--- src/rtl/qos_arb_pkg.sv ---
package qos_arb_pkg;
  localparam int KIND_W = 2;
  localparam int CMD_W  = 2;

  typedef enum logic [CMD_W-1:0] {
    CMD_NONE  = 2'b00,
    CMD_OPEN  = 2'b01,
    CMD_CLOSE = 2'b10,
    CMD_RSVD  = 2'b11
  } qos_cmd_e;
endpackage

--- src/rtl/qos_detect.sv ---
module qos_detect
  import qos_arb_pkg::*;
#(
  parameter int FLIT_W = 48,
  parameter int LVL_W  = 3
) (
  input  logic [FLIT_W-1:0] flit,
  input  logic              valid,
  output logic              starts,
  output logic              ends,
  output logic              open_req,
  output logic              close_req,
  output logic [LVL_W-1:0]  level
);
  localparam int KIND_LSB = FLIT_W - KIND_W;
  localparam int CMD_LSB  = KIND_LSB - CMD_W;
  localparam int LVL_LSB  = CMD_LSB - LVL_W;

  qos_cmd_e cmd;

  always_comb begin
    cmd       = qos_cmd_e'(flit[CMD_LSB +: CMD_W]);
    starts    = valid & flit[KIND_LSB];
    ends      = flit[KIND_LSB+1];
    open_req  = starts & (cmd == CMD_OPEN);
    close_req = starts & (cmd == CMD_CLOSE);
    level     = flit[LVL_LSB +: LVL_W];
  end
endmodule

--- src/rtl/qos_pick.sv ---
module qos_pick #(
  parameter int N_IN  = 4,
  parameter int LVL_W = 3,
  localparam int IDX_W = (N_IN > 1) ? $clog2(N_IN) : 1
) (
  input  logic [N_IN-1:0]       elig,
  input  logic [N_IN*LVL_W-1:0] lvl,
  input  logic [IDX_W-1:0]      ptr,
  output logic                  found,
  output logic [IDX_W-1:0]      win
);
  logic [LVL_W-1:0] top;
  int               j;

  always_comb begin
    top = '0;
    for (int i = 0; i < N_IN; i++) begin
      if (elig[i] && (lvl[i*LVL_W +: LVL_W] > top)) top = lvl[i*LVL_W +: LVL_W];
    end
    found = 1'b0;
    win   = '0;
    j     = 0;
    for (int k = 0; k < N_IN; k++) begin
      j = int'(ptr) + k;
      if (j >= N_IN) j = j - N_IN;
      if (!found && elig[j] && (lvl[j*LVL_W +: LVL_W] == top)) begin
        found = 1'b1;
        win   = IDX_W'(j);
      end
    end
  end
endmodule

--- src/rtl/qos_circuit_reg.sv ---
module qos_circuit_reg #(
  parameter int N_IN = 4
) (
  input  logic            clk,
  input  logic            rst,
  input  logic [N_IN-1:0] set_vec,
  input  logic [N_IN-1:0] clr_vec,
  output logic [N_IN-1:0] circ
);
  always_ff @(posedge clk) begin
    if (rst) circ <= '0;
    else     circ <= (circ & ~clr_vec) | set_vec;
  end
endmodule

--- src/rtl/qos_port_alloc.sv ---
module qos_port_alloc #(
  parameter int N_IN   = 4,
  parameter int FLIT_W = 48,
  parameter int LVL_W  = 3,
  localparam int IDX_W = (N_IN > 1) ? $clog2(N_IN) : 1
) (
  input  logic                     clk,
  input  logic                     rst,
  input  logic [N_IN*FLIT_W-1:0]   in_flit,
  input  logic [N_IN-1:0]          in_valid,
  output logic [N_IN-1:0]          in_ready,
  output logic [FLIT_W-1:0]        out_flit,
  output logic                     out_valid,
  input  logic                     out_ready,
  output logic [IDX_W-1:0]         out_src,
  output logic [N_IN-1:0]          circ_state
);
  localparam logic [IDX_W-1:0] LAST = IDX_W'(N_IN - 1);

  logic [N_IN-1:0]       starts, ends, open_req, close_req, elig;
  logic [N_IN*LVL_W-1:0] lvl;
  logic                  locked, adv, found, take_any;
  logic [IDX_W-1:0]      owner, ptr, win, take_idx;
  logic [N_IN-1:0]       set_vec, clr_vec;
  logic [FLIT_W-1:0]     sel_flit;

  for (genvar g = 0; g < N_IN; g++) begin : g_det
    qos_detect #(.FLIT_W(FLIT_W), .LVL_W(LVL_W)) u_det (
      .flit      (in_flit[g*FLIT_W +: FLIT_W]),
      .valid     (in_valid[g]),
      .starts    (starts[g]),
      .ends      (ends[g]),
      .open_req  (open_req[g]),
      .close_req (close_req[g]),
      .level     (lvl[g*LVL_W +: LVL_W])
    );
  end

  // Circuit holders shut out every other input.
  assign elig = starts & ((|circ_state) ? circ_state : {N_IN{1'b1}});

  qos_pick #(.N_IN(N_IN), .LVL_W(LVL_W)) u_pick (
    .elig  (elig),
    .lvl   (lvl),
    .ptr   (ptr),
    .found (found),
    .win   (win)
  );

  always_comb begin
    adv      = ~out_valid | out_ready;
    take_any = 1'b0;
    take_idx = locked ? owner : win;
    if (!rst && adv) begin
      if (locked) take_any = in_valid[owner];
      else        take_any = found;
    end
    in_ready = '0;
    if (take_any) in_ready[take_idx] = 1'b1;
    sel_flit = in_flit[take_idx*FLIT_W +: FLIT_W];
    set_vec  = (take_any && !locked) ? (open_req & in_ready) : '0;
    clr_vec  = (take_any && !locked) ? (close_req & in_ready) : '0;
  end

  qos_circuit_reg #(.N_IN(N_IN)) u_circ (
    .clk     (clk),
    .rst     (rst),
    .set_vec (set_vec),
    .clr_vec (clr_vec),
    .circ    (circ_state)
  );

  always_ff @(posedge clk) begin
    if (rst) begin
      out_valid <= 1'b0;
      out_flit  <= '0;
      out_src   <= '0;
      locked    <= 1'b0;
      owner     <= '0;
      ptr       <= '0;
    end else if (adv) begin
      out_valid <= take_any;
      if (take_any) begin
        out_flit <= sel_flit;
        out_src  <= take_idx;
        if (ends[take_idx]) begin
          locked <= 1'b0;
          ptr    <= (take_idx == LAST) ? '0 : take_idx + 1'b1;
        end else begin
          locked <= 1'b1;
          owner  <= take_idx;
        end
      end
    end
  end
endmodule

--- config.mk ---
export PLATFORM = sky130hd
export DESIGN_NAME = qos_port_alloc
export DESIGN_NICKNAME = d
export VERILOG_FILES = /design/src/rtl/qos_arb_pkg.sv /design/src/rtl/qos_detect.sv /design/src/rtl/qos_pick.sv /design/src/rtl/qos_circuit_reg.sv /design/src/rtl/qos_port_alloc.sv
export SDC_FILE = /design/constraint.sdc
export NUM_CORES = 1
export LEC_CHECK = 0
export ABC_CLOCK_PERIOD_IN_PS = 7800
export BUFFER_PORTS_ARGS = -buffer_cell sky130_fd_sc_hd__buf_2
export CORE_MARGIN = 4
export CORE_UTILIZATION = 35
export CTS_CLUSTER_DIAMETER = 150
export DETAILED_ROUTE_END_ITERATION = 10
export GPL_ROUTABILITY_DRIVEN = 0
export RECOVER_POWER = 25
export SLEW_MARGIN = 40
export SYNTH_ARGS = -nofsm -noshare
export SYNTH_HDL_FRONTEND = slang
export SYNTH_HIERARCHICAL = 1
export SYNTH_SLANG_ARGS = --single-unit
--- constraint.sdc ---
create_clock -name clk -period 7.8 [get_ports clk]
set_clock_uncertainty 0.05 [all_clocks]
set_input_delay 0.78 -clock clk [delete_from_list [all_inputs] [get_ports clk]]
set_output_delay 0.78 -clock clk [all_outputs]
set_load 0.01 [all_outputs]
# Yosys cells after proc, flatten, opt, wreduce, memory -nomap -nowiden
# Cells that the tools add are included.
[totals] reg_bits=60 latch_bits=0 ramBits=0 romBits=0 memories=0
[classes] add_sub_neg=8 multipliers=5 div_mod_pow=0 n_lt_le_gt_ge=15 eq_ne=13 shift=5 n_mux=43 bitwise_logic=21 reduce_logical=23
[op_table] cell="$shiftx A192 B9 Y48" n=1
[op_table] cell="$lt A32 B4 Y1 const B" n=4
[op_table] cell="$mul A32 B3 Y32 const B" n=4
[op_table] cell="$mux W32" n=4
[op_table] cell="$shiftx A12 B32 Y3" n=4
[op_table] cell="$ge A32 B4 Y1 const B" n=3
[op_table] cell="$sub A32 B4 Y32 const B" n=3
[op_table] cell="$mux W1" n=18
[op_table] cell="$and A4 B4 Y4" n=4
[op_table] cell="$mux W4" n=4
[op_table] cell="$logic_and A1 B1 Y1" n=14
[op_table] cell="$and A1 B1 Y1" n=12
[op_table] cell="$bmux W1 S2" n=6
[op_table] cell="$eq A3 B3 Y1" n=4
[op_table] cell="$mux W2" n=6
[op_table] cell="$mux W3" n=4
[op_table] cell="$eq A2 B2 Y1 const B" n=5
[op_table] cell="$gt A3 B3 Y1" n=3
[op_table] cell="$eq A2 B1 Y1 const B" n=4
[op_table] cell="$add A2 B2 Y3 const B" n=2
[op_table] cell="$lt A2 B3 Y1 const B" n=2
[op_table] cell="$reduce_and A3 Y1" n=2
[op_table] cell="$logic_not A1 Y1" n=5
[op_table] cell="$mul A2 B2 Y4 const B" n=1
[op_table] cell="other kinds (13)" n=14

# Depth between registers and ports, before layout
# Gate-level depths: netlist (run 1).
[depth] depth_word=40 mapped_depth=30 depth_no_buf=28

# Cells and area by module
# The synthesis (run 1) kept the hierarchy.
[by_module_without_submodules] module="qos_port_alloc" instances=1 cells_per_inst=596 area_per_inst_um2=3599.7 seq_area_each_um2=1121.1
[by_module_without_submodules] module="qos_pick" instances=1 cells_per_inst=280 area_per_inst_um2=2092.0 seq_area_each_um2=0.0
[by_module_without_submodules] module="qos_detect" instances=4 cells_per_inst=7 area_per_inst_um2=56.3 seq_area_each_um2=0.0
[by_module_without_submodules] module="qos_circuit_reg" instances=1 cells_per_inst=16 area_per_inst_um2=140.1 seq_area_each_um2=80.1

# Least setup slack after synthesis (run 1)
# OpenSTA, ideal clock, no wires.
[synth_timing] path_type="input port to output port" startpoint="input port in_valid[0]" endpoint="output port in_ready[3]" t_arrival_ns=6.096 required_time_ns=6.970 path_slack_ns=0.874 stages=27 path_buffers=1 cell_sequence="and2_1 -> o21a_1 -> nand2_1 -> ha_1 -> a21o_2 -> o211ai_4 -> mux2_4 -> ha_1 -> nor2b_1 -> or3_2 -> nand2_1 -> a21o_1 -> ha_1 -> inv_1 -> o21ai_0 -> o2111a_1 -> a211o_2 -> and3_4 -> a2111oi_4 -> nand2_2 -> a32oi_1 -> o211ai_1 -> mux2i_1 -> inv_1 -> clkbuf_1 -> ha_1 -> and2_1"
[synth_between] elab_chain_cells=34
[synth_rtl] item="start, declared" line="qos_port_alloc.sv:10" source="input logic [N_IN-1:0] in_valid,"
[synth_rtl] item="$and A1 B1 Y1 (*)" line="qos_detect.sv:23" source="starts = valid & flit[KIND_LSB];"
[synth_rtl] item="$and A4 B4 Y4 (*)" line="qos_port_alloc.sv:40" source="assign elig = starts & ((|circ_state) ? circ_state : {N_IN{1'b1}});"
[synth_rtl] item="via elig[0]" line="qos_port_alloc.sv:20" source="logic [N_IN-1:0] starts, ends, open_req, close_req, elig;"
[synth_rtl] item="$logic_and A1 B1 Y1" line="qos_pick.sv:18" source="if (elig[i] && (lvl[i*LVL_W +: LVL_W] > top)) top = lvl[i*LVL_W +: LVL_W];"
[synth_rtl] item="$mux W3" line="qos_pick.sv:18"
[synth_rtl] item="$gt A3 B3 Y1" line="qos_pick.sv:18"
[synth_rtl] item="$logic_and A1 B1 Y1" line="qos_pick.sv:18"
[synth_rtl] item="$mux W3" line="qos_pick.sv:18"
[synth_rtl] item="(+21 left out)"
[synth_rtl] item="via win[1]" line="qos_port_alloc.sv:23" source="logic [IDX_W-1:0] owner, ptr, win, take_idx;"
[synth_rtl] item="$mux W2 (*)" line="qos_port_alloc.sv:53" source="take_idx = locked ? owner : win;"
[synth_rtl] item="via take_idx[1]" line="qos_port_alloc.sv:23"
[synth_rtl] item="$lt A2 B3 Y1 (implied by the code) or $ge A2 B1 Y1 (tied branches)" line="qos_port_alloc.sv:59" source="if (take_any) in_ready[take_idx] = 1'b1;"
[synth_rtl] item="$logic_and A1 B1 Y1 (implied by the code)" line="qos_port_alloc.sv:59"
[synth_rtl] item="$mux W1 (implied by the code)" line="qos_port_alloc.sv:59"
[synth_rtl] item="$demux W1 S2 (*)" line="qos_port_alloc.sv:59"
[synth_rtl] item="$mux W4 (*)" line="qos_port_alloc.sv:59"
[synth_rtl] item="end, declared" line="qos_port_alloc.sv:11" source="output logic [N_IN-1:0] in_ready,"
# The timed path passes the listed nets; every way through them passes the cells marked *. The select of a mux whose other input is x is not followed.

# Final worst setup path (run 1)
[layout_timing] startpoint="input port in_valid[0]" endpoint="output port in_ready[0]"
[layout_between] elab_chain_cells=34
[layout_rtl] item="$and A1 B1 Y1 (*)" line="qos_detect.sv:23"
[layout_rtl] item="via starts[0]" line="qos_port_alloc.sv:20"
[layout_rtl] item="$and A4 B4 Y4 (*)" line="qos_port_alloc.sv:40"
[layout_rtl] item="via elig[0]" line="qos_port_alloc.sv:20"
[layout_rtl] item="$logic_and A1 B1 Y1" line="qos_pick.sv:18"
[layout_rtl] item="$mux W3" line="qos_pick.sv:18"
[layout_rtl] item="$gt A3 B3 Y1" line="qos_pick.sv:18"
[layout_rtl] item="$logic_and A1 B1 Y1" line="qos_pick.sv:18"
[layout_rtl] item="(+21 left out)"
[layout_rtl] item="$mux W2 (*)" line="qos_pick.sv:26" source="if (!found && elig[j] && (lvl[j*LVL_W +: LVL_W] == top)) begin"
[layout_rtl] item="via win[1]" line="qos_port_alloc.sv:23"
[layout_rtl] item="$mux W2 (*)" line="qos_port_alloc.sv:53"
[layout_rtl] item="$lt A2 B3 Y1 (implied by the code) or $ge A2 B1 Y1 (tied branches)" line="qos_port_alloc.sv:59"
[layout_rtl] item="$logic_and A1 B1 Y1 (implied by the code)" line="qos_port_alloc.sv:59"
[layout_rtl] item="$mux W1 (implied by the code)" line="qos_port_alloc.sv:59"
[layout_rtl] item="$demux W1 S2 (*)" line="qos_port_alloc.sv:59"
[layout_rtl] item="$mux W4 (*)" line="qos_port_alloc.sv:59"
# Marked as above.

==> key figures, run 1 <==
Floorplan
  • Chip Width: between 100 and 150 um
  • Die ar.: 19,500 sq um
  • Die H: 140 um
  • Num rows: 47
  • Core ar.: around 17,000 sq um
  • Ports: about 260
  • Starting Density: 0.361

Global routing
  • Global-route wire length before repair: 35,500 um
  • Total grt overflow: 0
  • Initial antenna violation count: 0
  • Grt met1 use: 0.298
  • Grt peak-use layer: met2
  • Vias in the first global route: 6,512
  • Met3 layer usage reported by global route: 0.0521
  • Pin count of the biggest net entering global routing: 74
  • GR Util All Layers: 0.224
  • Met2 Track Usage GR: 0.369

STA
  • Minimum clock period after layout: ~7.3 ns
  • Sum Neg Setup Slack: 0 ns
  • Setup violators final: 0
  • RSZ-0062 raised after global routing: no
  • Final Cycle Share: 0.936
  • Setup ws final: ~0.50 ns
  • Rel. slew slack: 0.502
  • Final Hold Vio Count: 0
  • Slew at the pin with the worst max-slew slack: ~0.75 ns
  • Max-slew violations: 0
  • Max Freq: ~140 MHz

Route
  • Wire per inst: about 17 um
  • Via count: 7,279
  • Vias per std cell: about 5.4
  • Detail Route Antenna Nets: 0
  • DRC violations left: 0
  • Drt initial violations: around 530
  • Routed wire length: roughly 23,000 um
  • 1st-pass router iterations: 5

Placement
  • Detail Placement HPWL: 17,400 um
  • I/O Buffers: ~260
  • Pre-CTS WS: about 0.43 ns
  • Inst Count DP: about 1,300

Logic synthesis
  • Synth area leader: dfxtp_1
  • Synth Area in Compound Gates: 0.168
  • Synth Area per Inst: between 6 and 7 sq um
  • Mapped Nets: ~1,100
  • Xor and xnor fraction of the mapped netlist area: 0.00578
  • Synth Area in Adders: 0.0434
  • Synth top area share: 0.198
  • Sequential share of the synthesized area: 0.198
  • Multiplexer area fraction after synthesis: 0.0880
  • Yosys cell types: 79
  • Synth Instances: 920
  • Combinational family with the most area after synthesis: simple AND/OR/NAND/NOR gates
  • Post-synth EDFFs: 0
  • FF+latch count, synth: 60
  • Yosys warning count: 6
  • Cell Area, Synth: between 6000 and 7000 sq um
  • Most used DFF post-synth: dfxtp_1
  • Synth Area in Simple Gates: 0.412
  • Synth top area cells: dfxtp_1 20%, nand2_1 17%, nand3_1 13%
  • Asr flop ratio synth: 0

Critical path
  • Crit path launch type: input pin
  • WS Path Type: input pin to primary output
  • CP Capture Type: primary output
  • Number of buffer and inverter stages on the critical path: 4
  • Crit-path most repeated cell: ha_1
  • WP data required: approximately 7 ns
  • CP max stage delay: 0.42 ns
  • Critical path's slowest cell: or3_2
  • CP Data Arrival Time: about 6.5 ns
  • Crit path max-delay family: compound AO/OA/AOI/OAI gates
  • Worst-path fanout max: 11

Pwr
  • Max IR drop VDD: around 0.41 mV
  • Static Leak: ~3.4 nW
  • Pwr Density: 451 nW/um^2

Layout
  • Most frequent cells in the layout: 271 x nand2_1, 228 x buf_2, 156 x nand3_1, 72 x a21oi_1, 60 x dfxtp_1
  • Final Util: 0.455
  • Final #Nets: roughly 1,300
  • N_diodes: 0
  • Area grow syn2layout: 26.0%
  • Post-Layout Cell Count: between 1,000 and 1,500
  • Commonest non-fill, non-tap cell in the layout: nand2_1
  • Layout cells sized above 1: 0.273

CTS
  • H-tree depth: 3
  • TritonCTS clock tree: done
  • CTS root buffer: clkbuf_16
  • Clock Tree Buf Depth: 2
  • Total CTS buffers: 9
  • Clk Latency, worst-skew pair: 0.33 ns
  • CTS clk-pin slew, worst paths: ~0.060 ns
  • Sink Count: 60
  • CTS Hold Bufs: 0

Status
  • Status: complete, no violations

Min path
  • Worst hold path type: flip-flop to flip-flop

Flow run
  • Max Cap Viol: 0
[registers in the layout, summed over array words and instances, names as in the netlist]
signal	count
locked	1
out_flit	48
u_circ/circ	4
out_src	2
owner	2
ptr	2
out_valid	1
[through the flow]
step | area (sq um) | hold slack [ns] | power (mW)
finish | 7630 | 0.402 | 3.44
detailed placement | 7340 | 0.394 | 3.00
global placement | 7330 | 0.389 | 3.01
global route | 7630 | 0.416 | 3.75
floorplan | 6060 | 0.431 | 2.37
CTS | 7630 | 0.401 | 3.41
[kinds of logic (layout without fill, tap and decap cells)]
kind of cell             after synthesis  in the layout
buffers and inverters                101            311
adder cells (fa/ha/maj)               21             21
XOR/XNOR                               4              4
multiplexers                          39             39
flip-flops                            60             60
AO/OA/AOI/OAI                        153            153
AND/OR/NAND/NOR                      541            541
other                                  1              1
[path summary, 6_finish.rpt]
path | start | endpoint | slack [ns] | depth (start not counted)
hold reg to reg | out_flit[33]$_SDFFE_PP0P_ | out_flit[33]$_SDFFE_PP0P_ | 0.40 | 2
hold / removal | out_flit[33]$_SDFFE_PP0P_ | out_flit[33]$_SDFFE_PP0P_ | 0.40 | 2
setup reg to reg | u_circ/circ[3]$_SDFF_PP0_ | ptr[0]$_SDFFE_PP0P_ | 0.90 | 29
setup / recovery | in_valid[0] | in_ready[0] | 0.50 | 28
[final cells by class]
cell class / count / area (sq um)
sequential: 60 / 1200
tap: 220 / 275
fill: 1837 / 9130
clock buffer: 10 / 229
inverter: 19 / 72.6
multi-input combinational: 759 / 4380
timing repair buffer: 276 / 1410
clock inverter: 6 / 65.1
[synth_stat cells, types with 3 or more instances]
library cell,number
o22ai_1,4
mux2_4,3
a32oi_1,4
or3_1,4
xnor2_1,3
dfxtp_1,60
nor2_1,35
nor2b_1,5
inv_1,18
and2_1,10
nand3_1,156
nor3_1,11
and2_2,3
and3_1,10
mux2i_1,20
a21boi_0,3
and4b_1,8
o211ai_1,3
o21ai_0,14
o211a_1,3
mux2_2,7
nand2b_1,9
a31oi_1,3
ha_1,21
o21a_1,5
a21oi_1,72
a211oi_1,6
a22oi_1,4
buf_4,21
buf_2,11
a21o_1,4
a311oi_1,5
mux4_2,6
nand2_1,271
clkbuf_1,41
buf_1,4
nand4b_1,3
[metal layers]
metal  wire length (um)  vias up
met5                  0        -
met3               2080       27
met2              11200      334
met4                359        0
li1                   -     3609
met1               9580     3309
[worst register-to-register path: cells and delay by family (launching register included)]
kind | cells | cell delay [ns]
flops | 1 | 0.37
fa+ha+maj | 3 | 0.73
simple gates | 7 | 1.83
mux | 4 | 0.95
compound gates | 12 | 2.44
buf+inv | 3 | 0.44
[power by group]
group	internal (mW)	switching, mW
sequential	0.351	0.0363
combinational	0.951	1.71
clock	0.247	0.150
total	1.55	1.89
[timing repair]
action / in CTS / in global routing
gates resized for setup: 0 / 1
endpoints found under the setup margin: 0 / 4
buffers inserted: 0 / 3
No activity file was read; power rests on OpenSTA's default activity.
==> run 2: changes to the inputs <==
- CORE_MARGIN: 4 -> not set
- GPL_TIMING_DRIVEN: not set -> 0
- SKIP_CTS_REPAIR_TIMING: not set -> 1
==> run 2 against run 1 <==
Power increased by 9.2%. Sequential power about the same. Fmax decreased by 1.9%. Critical endpoint is now in_ready[3].
==> key figures, run 2 (synthesis results as in run 1) <==
Status
  • Status: complete, no violations

Layout
  • Largest register by flop count: out_flit
  • Most frequent cells in the layout: 270 x nand2_1, 240 x buf_2, 156 x nand3_1, 72 x a21oi_1, 65 x clkbuf_1
  • Max reg flops: 48
  • Area grow syn2layout: 32.3%
  • Commonest non-fill, non-tap cell in the layout: nand2_1
  • Final #Nets: between 1,000 and 1,500
  • N_diodes: 0
  • Layout cells sized above 1: 0.284
  • Largest registers: out_flit x48, u_circ/circ x4

CTS
  • Total CTS buffers: 9
  • TritonCTS clock tree: done
  • CTS root buffer: clkbuf_16
  • Clock Tree Buf Depth: 2
  • H-tree depth: 3
  • CTS clk-pin slew, worst paths: about 0.060 ns
  • Clk Latency, worst-skew pair: between 0.3 and 0.4 ns
  • Sink Count: 60

Route
  • 1st-pass router iterations: 5
  • Via count: about 7,700
  • Vias per std cell: between 5 and 6
  • Wire per inst: 17.6 um
  • Detail Route Antenna Nets: 0
  • DRC violations left: 0
  • Routed wire length: 25,000 um
  • Drt initial violations: between 600 and 700

Placement
  • Pre-CTS WS: -0.645 ns
  • Detail Placement HPWL: between 15,000 and 20,000 um
  • I/O Buffers: 257

Floorplan
  • Starting Density: 0.361
  • Core ar.: around 17,000 sq um
  • Ports: around 260
  • Num rows: 47
  • Die H: 134 um
  • Die ar.: 17,800 sq um
  • Chip Width: 134 um

Critical path
  • Worst r2r path cells: 30
  • WS Path Type: input pin to primary output
  • Number of buffer and inverter stages on the critical path: 5
  • CP Data Arrival Time: around 6.6 ns
  • Crit-path most repeated cell: ha_1
  • Worst Setup SP: in_valid[0]
  • CP Capture Type: primary output
  • Crit. path cell count: 29
  • Setup crit end: in_ready[3]
  • Critical path's slowest cell: or3_2
  • Crit path max-delay family: compound AO/OA/AOI/OAI gates
  • R2R setup slack: about 0.86 ns
  • Crit path launch type: input pin
  • CP max stage delay: between 0.4 and 0.5 ns
  • FF-to-FF End: out_flit[41]$_SDFFE_PP0P_
  • Worst-path fanout max: 11
  • WP data required: 6.97 ns
  • Worst R2R Start: u_circ/circ[1]$_SDFF_PP0_

Pwr
  • Static Leak: about 3.6 nW
  • Max IR drop VDD: between 0.2 and 0.25 mV
  • Pwr Density: 469 nW/um^2

STA
  • Minimum clock period after layout: approximately 7.4 ns
  • Final Cycle Share: 0.955
  • Rel. slew slack: 0.516
  • Setup ws final: roughly 0.35 ns
  • Sum Neg Setup Slack: 0 ns
  • Setup violators final: 0
  • Max-slew violations: 0
  • Max Freq: 134 MHz
  • Slew at the pin with the worst max-slew slack: about 0.73 ns
  • Final Hold Vio Count: 0

Global routing
  • Global-route wire length before repair: 38,700 um
  • Vias in the first global route: slightly above 7,000
  • Total grt overflow: 0
  • Pin count of the biggest net entering global routing: 13
  • GR Util All Layers: 0.279
  • Initial antenna violation count: 0

Min path
  • Worst hold path type: flip-flop to flip-flop

Flow run
  • Max Cap Viol: 0
==> run 2: cell count changes in the layout (fill, tap and decap cells not counted), moves of 4 or more <==
cell / delta
buf_1: +4
buf_4: +13
clkbuf_1: +35
buf_2: +12
==> run 2: tightest hold or removal path: stages (launching register included) <==
cell and delay (ns):
dfxtp_1 0.30, nand2_1 0.05, a21oi_1 0.05
==> run 2: worst min path at each step <==
stage	startpoint	end	slack, ns	depth (start not counted)
after floorplan	out_flit[0]$_SDFFE_PP0P_	out_flit[0]$_SDFFE_PP0P_	0.43	2
after global placement	out_flit[17]$_SDFFE_PP0P_	out_flit[17]$_SDFFE_PP0P_	0.39	2
after detailed placement	out_flit[3]$_SDFFE_PP0P_	out_flit[3]$_SDFFE_PP0P_	0.39	2
after CTS	out_flit[28]$_SDFFE_PP0P_	out_flit[28]$_SDFFE_PP0P_	0.40	2
after global routing	out_flit[23]$_SDFFE_PP0P_	out_flit[23]$_SDFFE_PP0P_	0.42	2
final	out_flit[30]$_SDFFE_PP0P_	out_flit[30]$_SDFFE_PP0P_	0.40	2
==> run 2: layout make-up <==
type	count	area, sq um
plain buffers	82	453
clock buffers	9	225
clock inverters	7	98.8
fillers	1830	8750
inverters	19	73.8
multi-input cells	759	4390
flip-flops and latches	60	1200
well taps	220	275
repair buffers	263	1290
==> run 2: metrics by stage <==
stage	hold WS (ns)	cells	power [mW]	instance area (sq um)	util
finish	0.401	1419	3.76	8010	0.478
global placement	0.389	1397	3.18	7620	0.455
detailed placement	0.394	1397	3.19	7620	0.455
floorplan	0.431	920	2.37	6060	-
CTS	0.402	1413	3.65	7940	0.474
global route	0.420	1419	4.06	8010	0.478
==> run 2: where the power goes <==
group / internal [mW] / switching (mW) / total (mW) / leakage [nW]
logic: 1.03 / 1.90 / 2.92 / 2.99
registers: 0.351 / 0.0355 / 0.386 / 0.486
clock network: 0.282 / 0.168 / 0.450 / 0.156
total: 1.66 / 2.10 / 3.76 / 3.63
==> run 2: metal layers <==
layer / GRT usage / vias to the layer above / share of wire
li1: - / 3749 / -
met3: 0.0677 / 46 / 0.084
met4: 0.0852 / 0 / 0.024
met5: 0 / - / 0
met2: 0.454 / 381 / 0.46
met1: 0.361 / 3499 / 0.43
==> run 3: changes to the inputs <==
- ABC_CLOCK_PERIOD_IN_PS: 7800 -> 9510
- CORE_UTILIZATION: 35 -> 30
- clock period: 7.8 -> 9.51 ns (I/O delays scaled with it)
==> run 3 against run 2 <==
Global-route usage down 4.7 points. Clock-buffer cell count grew 1. Combinational power fell by 22%. Critical path type unchanged. Critical path depth stayed put. Largest power group unchanged. Cell count grew 2.7%. First-iteration DRC count down 10%. Sequential share of layout area up 0.085 points.
==> key figures, run 3 (synthesis results as in run 1) <==
Status
  • Status: complete, no violations

Critical path
  • WP data required: around 8.5 ns
  • CP Capture Type: primary output
  • WS Path Type: input pin to primary output
  • Number of buffer and inverter stages on the critical path: 5
  • Crit path launch type: input pin
  • Crit-path most repeated cell: ha_1
  • CP Data Arrival Time: ~7.7 ns
  • Worst-path fanout max: 11
  • Critical path's slowest cell: mux2i_2
  • CP max stage delay: 0.58 ns
  • Crit path max-delay family: compound AO/OA/AOI/OAI gates

Placement
  • Detail Placement HPWL: 19,900 um
  • I/O Buffers: 257

Floorplan
  • Core ar.: 19,700 sq um
  • Die ar.: 20,800 sq um
  • Die H: 144 um
  • Chip Width: about 140 um
  • Ports: between 200 and 300
  • Starting Density: 0.308
  • Num rows: 51

Global routing
  • Total grt overflow: 0
  • Vias in the first global route: 6,982
  • Global-route wire length before repair: 37,200 um
  • GR Util All Layers: 0.232
  • Pin count of the biggest net entering global routing: 13
  • Initial antenna violation count: 0

Route
  • Routed met2 length: 12,200 um
  • Routed wire length: roughly 25,000 um
  • Met3 routed WL: roughly 1800 um
  • Detail Route Antenna Nets: 0
  • Wire per inst: between 15 and 20 um
  • Drt initial violations: about 580
  • DRC violations left: 0
  • 1st-pass router iterations: 5
  • DR top layer: met4
  • Met1 Wirelength: about 10000 um
  • Via count: approximately 7,600
  • Vias per std cell: 5.21

Layout
  • N_diodes: 0
  • Largest register by flop count: out_flit
  • Filler cells: roughly 2,200
  • Area grow syn2layout: 31.5%
  • Most frequent cells in the layout: 271 x nand2_1, 239 x buf_2, 156 x nand3_1, 72 x a21oi_1, 70 x clkbuf_1
  • Final #Nets: 1,408
  • Commonest non-fill, non-tap cell in the layout: nand2_1
  • Layout cells sized above 1: 0.270
  • Max reg flops: 48
  • Sequential cell area: between 1000 and 1500 sq um
  • Multi-input logic area: roughly 4400 sq um
  • Largest registers: out_flit x48, u_circ/circ x4

CTS
  • Sink Count: 60
  • CTS clk-pin slew, worst paths: 0.05 ns
  • TritonCTS clock tree: done
  • H-tree depth: 3
  • Total CTS buffers: 9
  • Clock Tree Buf Depth: 2
  • Clk Latency, worst-skew pair: approximately 0.33 ns
  • CTS root buffer: clkbuf_16

Pwr
  • Max IR drop VDD: 0.207 mV
  • Pwr Density: about 370 nW/um^2
  • Static Leak: between 3 and 4 nW

STA
  • Sum Neg Setup Slack: 0 ns
  • Slew at the pin with the worst max-slew slack: just over 0.8 ns
  • RSZ-0062 raised after global routing: no
  • Rel. slew slack: 0.449
  • Max Freq: around 120 MHz
  • Setup violators final: 0
  • Min Hold Slack: roughly 0.40 ns
  • Final Cycle Share: 0.912
  • Minimum clock period after layout: between 8 and 9 ns
  • Max-slew violations: 0
  • Final Hold Vio Count: 0

Flow run
  • Max Cap Viol: 0

Min path
  • Worst hold path type: flip-flop to flip-flop
## run 3: metal layers
| layer | track usage | up-vias |
|---|---|---|
| met5 | 0 | - |
| met4 | 0.0795 | 0 |
| met3 | 0.0503 | 45 |
| met2 | 0.404 | 332 |
| met1 | 0.280 | 3478 |
| li1 | - | 3734 |
## run 3: report_power, final
part	total [mW]	internal, mW	switching, mW	leakage [nW]
Sequential	0.316	0.288	0.0279	0.486
Combinational	2.29	0.793	1.49	2.94
Clock	0.358	0.236	0.122	0.159
## run 3: area by class of cell
type / count / share of cell area
multi-input cells: 759 / 0.546
repair buffers: 257 / 0.157
flip-flops and latches: 60 / 0.151
plain buffers: 82 / 0.0548
well taps: 265 / 0.0416
clock buffers: 10 / 0.0300
clock inverters: 6 / 0.0108
inverters: 19 / 0.00911
## run 3: final timing paths
kind | end | start | cells past startpoint | slack [ns]
setup / recovery | in_ready[3] | in_valid[0] | 29 | 0.84
hold / removal | out_flit[36]$_SDFFE_PP0P_ | out_flit[36]$_SDFFE_PP0P_ | 2 | 0.40
setup reg to reg | ptr[0]$_SDFFE_PP0P_ | u_circ/circ[1]$_SDFF_PP0_ | 28 | 2.00
hold reg to reg | out_flit[36]$_SDFFE_PP0P_ | out_flit[36]$_SDFFE_PP0P_ | 2 | 0.40
## run 3: tightest hold or removal path, delay by kind of cell, from the launching register on
| kind | cells | cell delay, ns |
|---|---|---|
| flops | 1 | 0.30 |
| compound gates | 1 | 0.05 |
| simple gates | 1 | 0.05 |
## run 3: metrics by stage
step / worst slack, ns / power, mW / std cells / util / instance area (sq um)
3_5_place_dp: 0.895 / 2.58 / 1442 / 0.391 / 7680
6_report: 0.837 / 2.96 / 1458 / 0.405 / 7970
5_1_grt: 0.284 / 3.21 / 1458 / 0.405 / 7970
3_3_place_gp: 0.720 / 2.58 / 1442 / 0.391 / 7670
4_1_cts: 0.878 / 2.95 / 1458 / 0.407 / 8000
2_1_floorplan: 2.24 / 1.94 / 920 / - / 6060
